`src/rtl/wdw_pkg.sv`:
```
package wdw_pkg;

    localparam int unsigned CFG_W   = 5;
    localparam int unsigned KEY_W   = 4;
    localparam logic [KEY_W-1:0] RESTART_KEY = 4'b1010;
    localparam int unsigned CFG_MAX = (1 << CFG_W) - 1;

    typedef enum logic [1:0] {
        SEL_LOWER = 2'd0,
        SEL_UPPER = 2'd1,
        SEL_KEY   = 2'd2,
        SEL_FLAGS = 2'd3
    } wd_sel_e;

    typedef enum logic [1:0] {
        WD_STOP = 2'd0,
        WD_RUN  = 2'd1,
        WD_HOLD = 2'd2
    } wd_state_e;

    typedef struct packed {
        logic [CFG_W-1:0] lower;
        logic [CFG_W-1:0] upper;
    } wd_bounds_t;

    typedef struct packed {
        logic early;
        logic late;
        logic req;
    } wd_event_t;

    function automatic int unsigned span_ticks(input logic [CFG_W-1:0] steps,
                                               input int unsigned step_len);
        return int'(steps) * step_len;
    endfunction

    function automatic int unsigned max_u(input int unsigned a, input int unsigned b);
        return (a > b) ? a : b;
    endfunction

endpackage

```
`src/rtl/wdw_key_match.sv`:
```
module wdw_key_match
    import wdw_pkg::*;
#(
    parameter int unsigned DATA_W = 8
) (
    input  logic              wr_en,
    input  logic [1:0]        wr_sel,
    input  logic [DATA_W-1:0] wr_data,
    output logic              key_hit
);

    logic sel_is_key;
    logic nib_ok;

    assign sel_is_key = wr_en && (wd_sel_e'(wr_sel) == SEL_KEY);
    assign nib_ok     = (wr_data[KEY_W-1:0] == RESTART_KEY);
    assign key_hit    = sel_is_key && nib_ok;

endmodule

```
`src/rtl/wdw_cfg_regs.sv`:
```
module wdw_cfg_regs
    import wdw_pkg::*;
#(
    parameter int unsigned DATA_W = 8
) (
    input  logic              clk,
    input  logic              rst,
    input  logic              wr_en,
    input  logic [1:0]        wr_sel,
    input  logic [DATA_W-1:0] wr_data,
    input  logic              load,
    input  wd_event_t         evt,
    output wd_bounds_t        bounds_pend,
    output wd_bounds_t        bounds_act,
    output logic              enable,
    output logic              flag_early,
    output logic              flag_late
);

    localparam int unsigned EN_BIT    = DATA_W - 1;
    localparam int unsigned CLR_LATE  = 0;
    localparam int unsigned CLR_EARLY = 1;

    wd_sel_e    sel;
    wd_bounds_t pend_q;
    wd_bounds_t act_q;
    logic       en_q;
    logic       early_q;
    logic       late_q;
    logic       clr_early;
    logic       clr_late;

    assign sel       = wd_sel_e'(wr_sel);
    assign clr_early = wr_en && (sel == SEL_FLAGS) && wr_data[CLR_EARLY];
    assign clr_late  = wr_en && (sel == SEL_FLAGS) && wr_data[CLR_LATE];

    always_ff @(posedge clk) begin
        if (rst) begin
            pend_q <= '0;
            en_q   <= 1'b0;
        end else if (wr_en) begin
            if (sel == SEL_LOWER) begin
                pend_q.lower <= wr_data[CFG_W-1:0];
            end
            if (sel == SEL_UPPER) begin
                pend_q.upper <= wr_data[CFG_W-1:0];
                en_q         <= wr_data[EN_BIT];
            end
        end
    end

    always_ff @(posedge clk) begin
        if (rst) begin
            act_q <= '0;
        end else if (load) begin
            act_q <= pend_q;
        end
    end

    always_ff @(posedge clk) begin
        if (rst) begin
            early_q <= 1'b0;
            late_q  <= 1'b0;
        end else begin
            if (evt.early) begin
                early_q <= 1'b1;
            end else if (clr_early) begin
                early_q <= 1'b0;
            end
            if (evt.late) begin
                late_q <= 1'b1;
            end else if (clr_late) begin
                late_q <= 1'b0;
            end
        end
    end

    assign bounds_pend = pend_q;
    assign bounds_act  = act_q;
    assign enable      = en_q;
    assign flag_early  = early_q;
    assign flag_late   = late_q;

endmodule

```
`src/rtl/wdw_core.sv`:
```
module wdw_core
    import wdw_pkg::*;
#(
    parameter int unsigned START_STEP = 25,
    parameter int unsigned END_STEP   = 60,
    parameter int unsigned CNT_W      = 11
) (
    input  logic       clk,
    input  logic       rst,
    input  logic       tick,
    input  logic       supply_low,
    input  logic       rst_release,
    input  logic       key_hit,
    input  logic       enable,
    input  wd_bounds_t bounds_pend,
    input  wd_bounds_t bounds_act,
    output logic       load,
    output wd_event_t  evt,
    output logic       running
);

    wd_state_e        st_q, st_n;
    logic [CNT_W-1:0] cnt_q, cnt_n;
    wd_event_t        evt_q, evt_n;
    logic [CNT_W-1:0] lower_lim;
    logic [CNT_W-1:0] upper_lim;
    logic [CNT_W:0]   cnt_inc;
    logic             pend_armed;
    logic             act_armed;
    logic             too_soon;
    logic             expired;

    assign lower_lim  = CNT_W'(span_ticks(bounds_act.lower, START_STEP));
    assign upper_lim  = CNT_W'(span_ticks(bounds_act.upper, END_STEP));
    assign cnt_inc    = {1'b0, cnt_q} + (CNT_W+1)'(1);
    assign pend_armed = (bounds_pend.upper != '0);
    assign act_armed  = (bounds_act.upper != '0);
    assign too_soon   = (st_q == WD_RUN) && (cnt_q < lower_lim);
    assign expired    = (cnt_inc >= {1'b0, upper_lim});

    // settings may be latched during a supply drop, never during the hold
    assign load = key_hit && (st_q != WD_HOLD);

    always_comb begin
        st_n  = st_q;
        cnt_n = cnt_q;
        evt_n = '0;
        if (supply_low) begin
            st_n  = WD_STOP;
            cnt_n = '0;
        end else if (load) begin
            cnt_n = '0;
            st_n  = pend_armed ? WD_RUN : WD_STOP;
            if (too_soon) begin
                evt_n.early = 1'b1;
                if (enable) begin
                    evt_n.req = 1'b1;
                    st_n      = WD_HOLD;
                end
            end
        end else begin
            unique case (st_q)
                WD_RUN: begin
                    if (!act_armed) begin
                        st_n  = WD_STOP;
                        cnt_n = '0;
                    end else if (tick) begin
                        if (expired) begin
                            evt_n.late = 1'b1;
                            cnt_n      = '0;
                            if (enable) begin
                                evt_n.req = 1'b1;
                                st_n      = WD_HOLD;
                            end
                        end else begin
                            cnt_n = cnt_inc[CNT_W-1:0];
                        end
                    end
                end
                WD_HOLD: begin
                    if (rst_release) begin
                        cnt_n = '0;
                        st_n  = act_armed ? WD_RUN : WD_STOP;
                    end
                end
                default: begin
                    if (act_armed) begin
                        st_n  = WD_RUN;
                        cnt_n = '0;
                    end
                end
            endcase
        end
    end

    always_ff @(posedge clk) begin
        if (rst) begin
            st_q  <= WD_STOP;
            cnt_q <= '0;
            evt_q <= '0;
        end else begin
            st_q  <= st_n;
            cnt_q <= cnt_n;
            evt_q <= evt_n;
        end
    end

    assign evt     = evt_q;
    assign running = (st_q == WD_RUN);

endmodule

```
`src/rtl/window_watchdog.sv`:
```
module window_watchdog
    import wdw_pkg::*;
#(
    parameter int unsigned START_STEP = 25,
    parameter int unsigned END_STEP   = 60,
    parameter int unsigned DATA_W     = 8
) (
    input  logic              clk,
    input  logic              rst,
    input  logic              tick,
    input  logic              supply_low,
    input  logic              rst_release,
    input  logic              wr_en,
    input  logic [1:0]        wr_sel,
    input  logic [DATA_W-1:0] wr_data,
    output logic              reset_req,
    output logic              flag_early,
    output logic              flag_late,
    output logic              timer_running
);

    localparam int unsigned LIM_MAX = CFG_MAX * max_u(START_STEP, END_STEP);
    localparam int unsigned CNT_W   = $clog2(LIM_MAX + 1);

    logic       key_hit;
    logic       load;
    logic       enable;
    wd_bounds_t bounds_pend;
    wd_bounds_t bounds_act;
    wd_event_t  evt;

    wdw_key_match #(
        .DATA_W (DATA_W)
    ) u_key (
        .wr_en   (wr_en),
        .wr_sel  (wr_sel),
        .wr_data (wr_data),
        .key_hit (key_hit)
    );

    wdw_cfg_regs #(
        .DATA_W (DATA_W)
    ) u_regs (
        .clk         (clk),
        .rst         (rst),
        .wr_en       (wr_en),
        .wr_sel      (wr_sel),
        .wr_data     (wr_data),
        .load        (load),
        .evt         (evt),
        .bounds_pend (bounds_pend),
        .bounds_act  (bounds_act),
        .enable      (enable),
        .flag_early  (flag_early),
        .flag_late   (flag_late)
    );

    wdw_core #(
        .START_STEP (START_STEP),
        .END_STEP   (END_STEP),
        .CNT_W      (CNT_W)
    ) u_core (
        .clk         (clk),
        .rst         (rst),
        .tick        (tick),
        .supply_low  (supply_low),
        .rst_release (rst_release),
        .key_hit     (key_hit),
        .enable      (enable),
        .bounds_pend (bounds_pend),
        .bounds_act  (bounds_act),
        .load        (load),
        .evt         (evt),
        .running     (timer_running)
    );

    assign reset_req = evt.req;

endmodule

```
`config.mk`:
```
export PLATFORM = sky130hd
export DESIGN_NAME = window_watchdog
export DESIGN_NICKNAME = d
export VERILOG_FILES = /design/src/rtl/wdw_pkg.sv /design/src/rtl/wdw_key_match.sv /design/src/rtl/wdw_cfg_regs.sv /design/src/rtl/wdw_core.sv /design/src/rtl/window_watchdog.sv
export SDC_FILE = /design/constraint.sdc
export NUM_CORES = 1
export LEC_CHECK = 0
export BUFFER_PORTS_ARGS = -buffer_cell sky130_fd_sc_hd__buf_2
export CORE_MARGIN = 3
export CORE_UTILIZATION = 60
export DETAILED_ROUTE_END_ITERATION = 8
export PLACE_DENSITY_LB_ADDON = 0.1
export SKIP_CTS_REPAIR_TIMING = 1
export SYNTH_ARGS = -nofsm -noshare
export SYNTH_HDL_FRONTEND = slang
export SYNTH_SLANG_ARGS = --single-unit
export TNS_END_PERCENT = 5
```
`constraint.sdc`:
```
create_clock -name clk -period 5.3 [get_ports clk]
set_clock_uncertainty 0.05 [all_clocks]
set_input_delay 0.53 -clock clk [delete_from_list [all_inputs] [get_ports clk]]
set_output_delay 0.53 -clock clk [all_outputs]
set_load 0.02 [all_outputs]
```
==> run_results.csv <==
group,metric,value,unit
outcome,status,"completed",
global_route,grt_max_degree,28,
power,p_leak,1.51,nW
worst_setup_path,crit_path_max_fanout,8,
placement,gp_congestion,0.788,
timing,slew_viol_final,0,
routing,vias_per_cell,5.56,
global_route,antenna_found_initial,0,
min_path,whs_path_depth,2,
timing,finalSetupViolCount,0,
cts,clk_path_buf_depth,2,
cts,clock_sinks,39,
routing,ant_nets,0,
routing,dr.pass1.iters,4,
logic_synthesis,synth_warnings,0,
floorplan,rows,25,
global_route,grt_usage,22.1,%
finish,drive_gt1_share,8.36,%
power,p_sw_share,24.7,%
finish,fin_area,0.00324,mm^2
power,p_per_area,164,mW/mm^2
finish,syn_to_final_growth,7.42,%
logic_synthesis,synth_edf_count,0,
logic_synthesis,syn_area,0.00302,mm^2
routing,wl_per_cell,13.8,um
global_route,gr-total-overflow,0,
global_route,busiest_layer,"met2",
logic_synthesis,synth-seq-cells,39,
timing,grt_setup_unrepaired,"no",
cts,cts.clk_slew.worst_paths,0.08,ns
global_route,grt_pass1_wl,10.7,mm
finish,num-nets-final,447,
floorplan,io_pins,20,
finish,layout_commonest_cell,"ha_1",
finish,antenna_cells,0,
worst_setup_path,crit_path_max_incr_delay,0.51,ns
cts,cts_max_level,2,
timing,tightest_slew,0.934,ns
timing,period_minus_slack,4.32,ns
worst_setup_path,worstPathCellList,"inv_1, fa_1, fa_1, inv_1, ha_1, a21oi_1, o21bai_1, a21oi_1, xor2_1, ha_1, a21o_1, a21oi_1, o31a_1, and3_1, nor2_1, a211oi_1",
worst_setup_path,crit_slowest_cell,"fa_1",
power,ir_worst_vdd,0.199,mV
flow_run,maxCapViolCount,0,
placement,io_buffer_count,17,
worst_setup_path,required,5.46,ns
floorplan,die_w,76.9,um
power,power.share.sequential,56.0,%
min_path,min_path_type,"input port to flip-flop",
cts,cts_root_buffer,"clkbuf_8",
logic_synthesis,synthCells,356,
routing,drt_wl_total,6.03,mm
placement,detailed_place_hpwl,4.85,mm
timing,max_slew_margin,37.5,%
timing,min_period_over_period,81.6,%
logic_synthesis,avgSynthCellArea,8.48,um^2
logic_synthesis,synthArstFlopShare,0,%
worst_setup_path,arrival,4.48,ns
power,p_sw,131,uW
placement,placed_area,0.00315,mm^2
worst_setup_path,startpoint_type,"flip-flop",
finish,seqCellArea,781,um^2
routing,drc_errors,0,
cts,cts_tree,"yes",
logic_synthesis,seq_area_frac_synth,25.9,%
cts,clock_latency,0.29,ns
floorplan,core_area,0.00479,mm^2
timing,fmax,231,MHz
floorplan,start_util,63.1,%
routing,vias,2437,
power,p_int,401,uW
cts,cts_buffers,5,
global_route,grt_util_met1,29.6,%
routing,drt-initial-drc-count,113,
power,power_frac_clock,38.5,%
timing,setup-tns-final,0,ns
timing,hold_viol,0,
finish,multi_input_area,0.00206,mm^2
global_route,grt_pass1_vias,2338,
finish,final_cell_mix,"ha_1 (53), nand2_1 (40), dfxtp_1 (39)",
worst_setup_path,r2r_cells,16,
logic_synthesis,synth.distinct_cells,46,
floorplan,die_area,0.00592,mm^2
finish,fillers,414,
floorplan,die_height,76.9,um
worst_setup_path,cpMostUsedCell,"a21oi_1",
global_route,globalRouteMet3Util,3.76,%
logic_synthesis,synth_fp_nets,433,
power,power_frac_comb,5.5,%
logic_synthesis,synthFlopType,"dfxtp_1",
worst_setup_path,path_class,"flip-flop to flip-flop",
global_route,gr-usage-met2,36.9,%
worst_setup_path,worstSetupEndpointType,"flip-flop",
-- per-stage QoR --
step	utilization [%]	setup slack, ns	power, mW	cells	hold WS [ns]
floorplan	-	1.36	0.323	356	0.363
detailed placement	65.8	0.956	0.334	430	0.410
global placement	65.8	1.06	0.334	430	0.392
CTS	67.7	0.925	0.538	438	0.407
finish	67.7	0.976	0.532	438	0.417
global route	67.7	0.625	0.556	438	0.405
-- power groups by stage --
stage | Sequential, mW | Combinational, mW | Clock [mW]
floorplan | 0.304 | 0.0187 | 0
global placement | 0.305 | 0.0290 | 0
detailed placement | 0.305 | 0.0293 | 0
CTS | 0.298 | 0.0294 | 0.211
global route | 0.298 | 0.0327 | 0.225
finish | 0.298 | 0.0295 | 0.205
-- critical path: cells and delay by family, from the launching register on --
family / cells / cell delay [ns]
buf+inv: 2 / 0.20
fa+ha+maj: 4 / 1.61
simple gates: 2 / 0.44
flops: 1 / 0.46
compound gates: 7 / 1.25
xor+xnor: 1 / 0.23
-- final timing paths --
check,start,endpoint,slack (ns)
setup / recovery,u_regs.bounds_act[3],u_core.cnt_q[0],0.98
hold / removal,supply_low,u_core.evt[1],0.42
setup reg to reg,u_regs.bounds_act[3],u_core.cnt_q[0],0.98
hold reg to reg,u_regs.bounds_pend[9],u_regs.bounds_act[9],0.42
-- synth_stat cells, drive strengths merged (6+ instances only) --
library cell,instances,area share [%]
inv,35,4.4
nand3,10,1.7
dfxtp,39,26
nor2,23,2.9
ha,53,22
nand2,40,5.0
xor2,6,1.7
nand2b,8,1.9
clkbuf,8,1.0
fa,8,5.3
xnor2,10,2.9
o21ai,10,1.7
and3,7,1.5
mux2i,6,2.0
a21oi,32,5.3
-- sequential cells by signal, indices dropped and copies added, names as in the netlist --
register,flops
u_regs.bounds_act,10
u_regs.enable,1
u_regs.flag_late,1
u_core.cnt_q,11
u_core.st_q,2
u_core.evt,3
u_regs.bounds_pend,10
u_regs.flag_early,1
-- cell families (layout without fill, tap and decap cells) --
kind of cell             after synthesis  in the layout  share of synthesized area (%)
AO/OA/AOI/OAI                         75             75                           15.6
XOR/XNOR                              16             16                           4.64
adder cells (fa/ha/maj)               61             61                           27.3
buffers and inverters                 46             61                           5.85
flip-flops                            39             39                           25.9
multiplexers                           7              7                           2.36
AND/OR/NAND/NOR                      112            112                           18.4
-- final cells by class --
cell class / instances / area share [%]
Clock buffer: 5 / 2.12
Clock inverter: 3 / 0.733
Inverter: 35 / 4.05
Multi-Input combinational cell: 271 / 63.6
Sequential cell: 39 / 24.1
Tap cell: 67 / 2.59
Timing Repair Buffer: 18 / 2.86
-- metal layers --
metal | share of wire, % | up-vias | wire, um
li1 | - | 1275 | -
met1 | 49 | 1130 | 2940
met2 | 48 | 28 | 2900
met3 | 2.2 | 4 | 135
met4 | 0.83 | 0 | 50
met5 | 0 | - | 0
No activity file was read; power rests on OpenSTA's default activity.
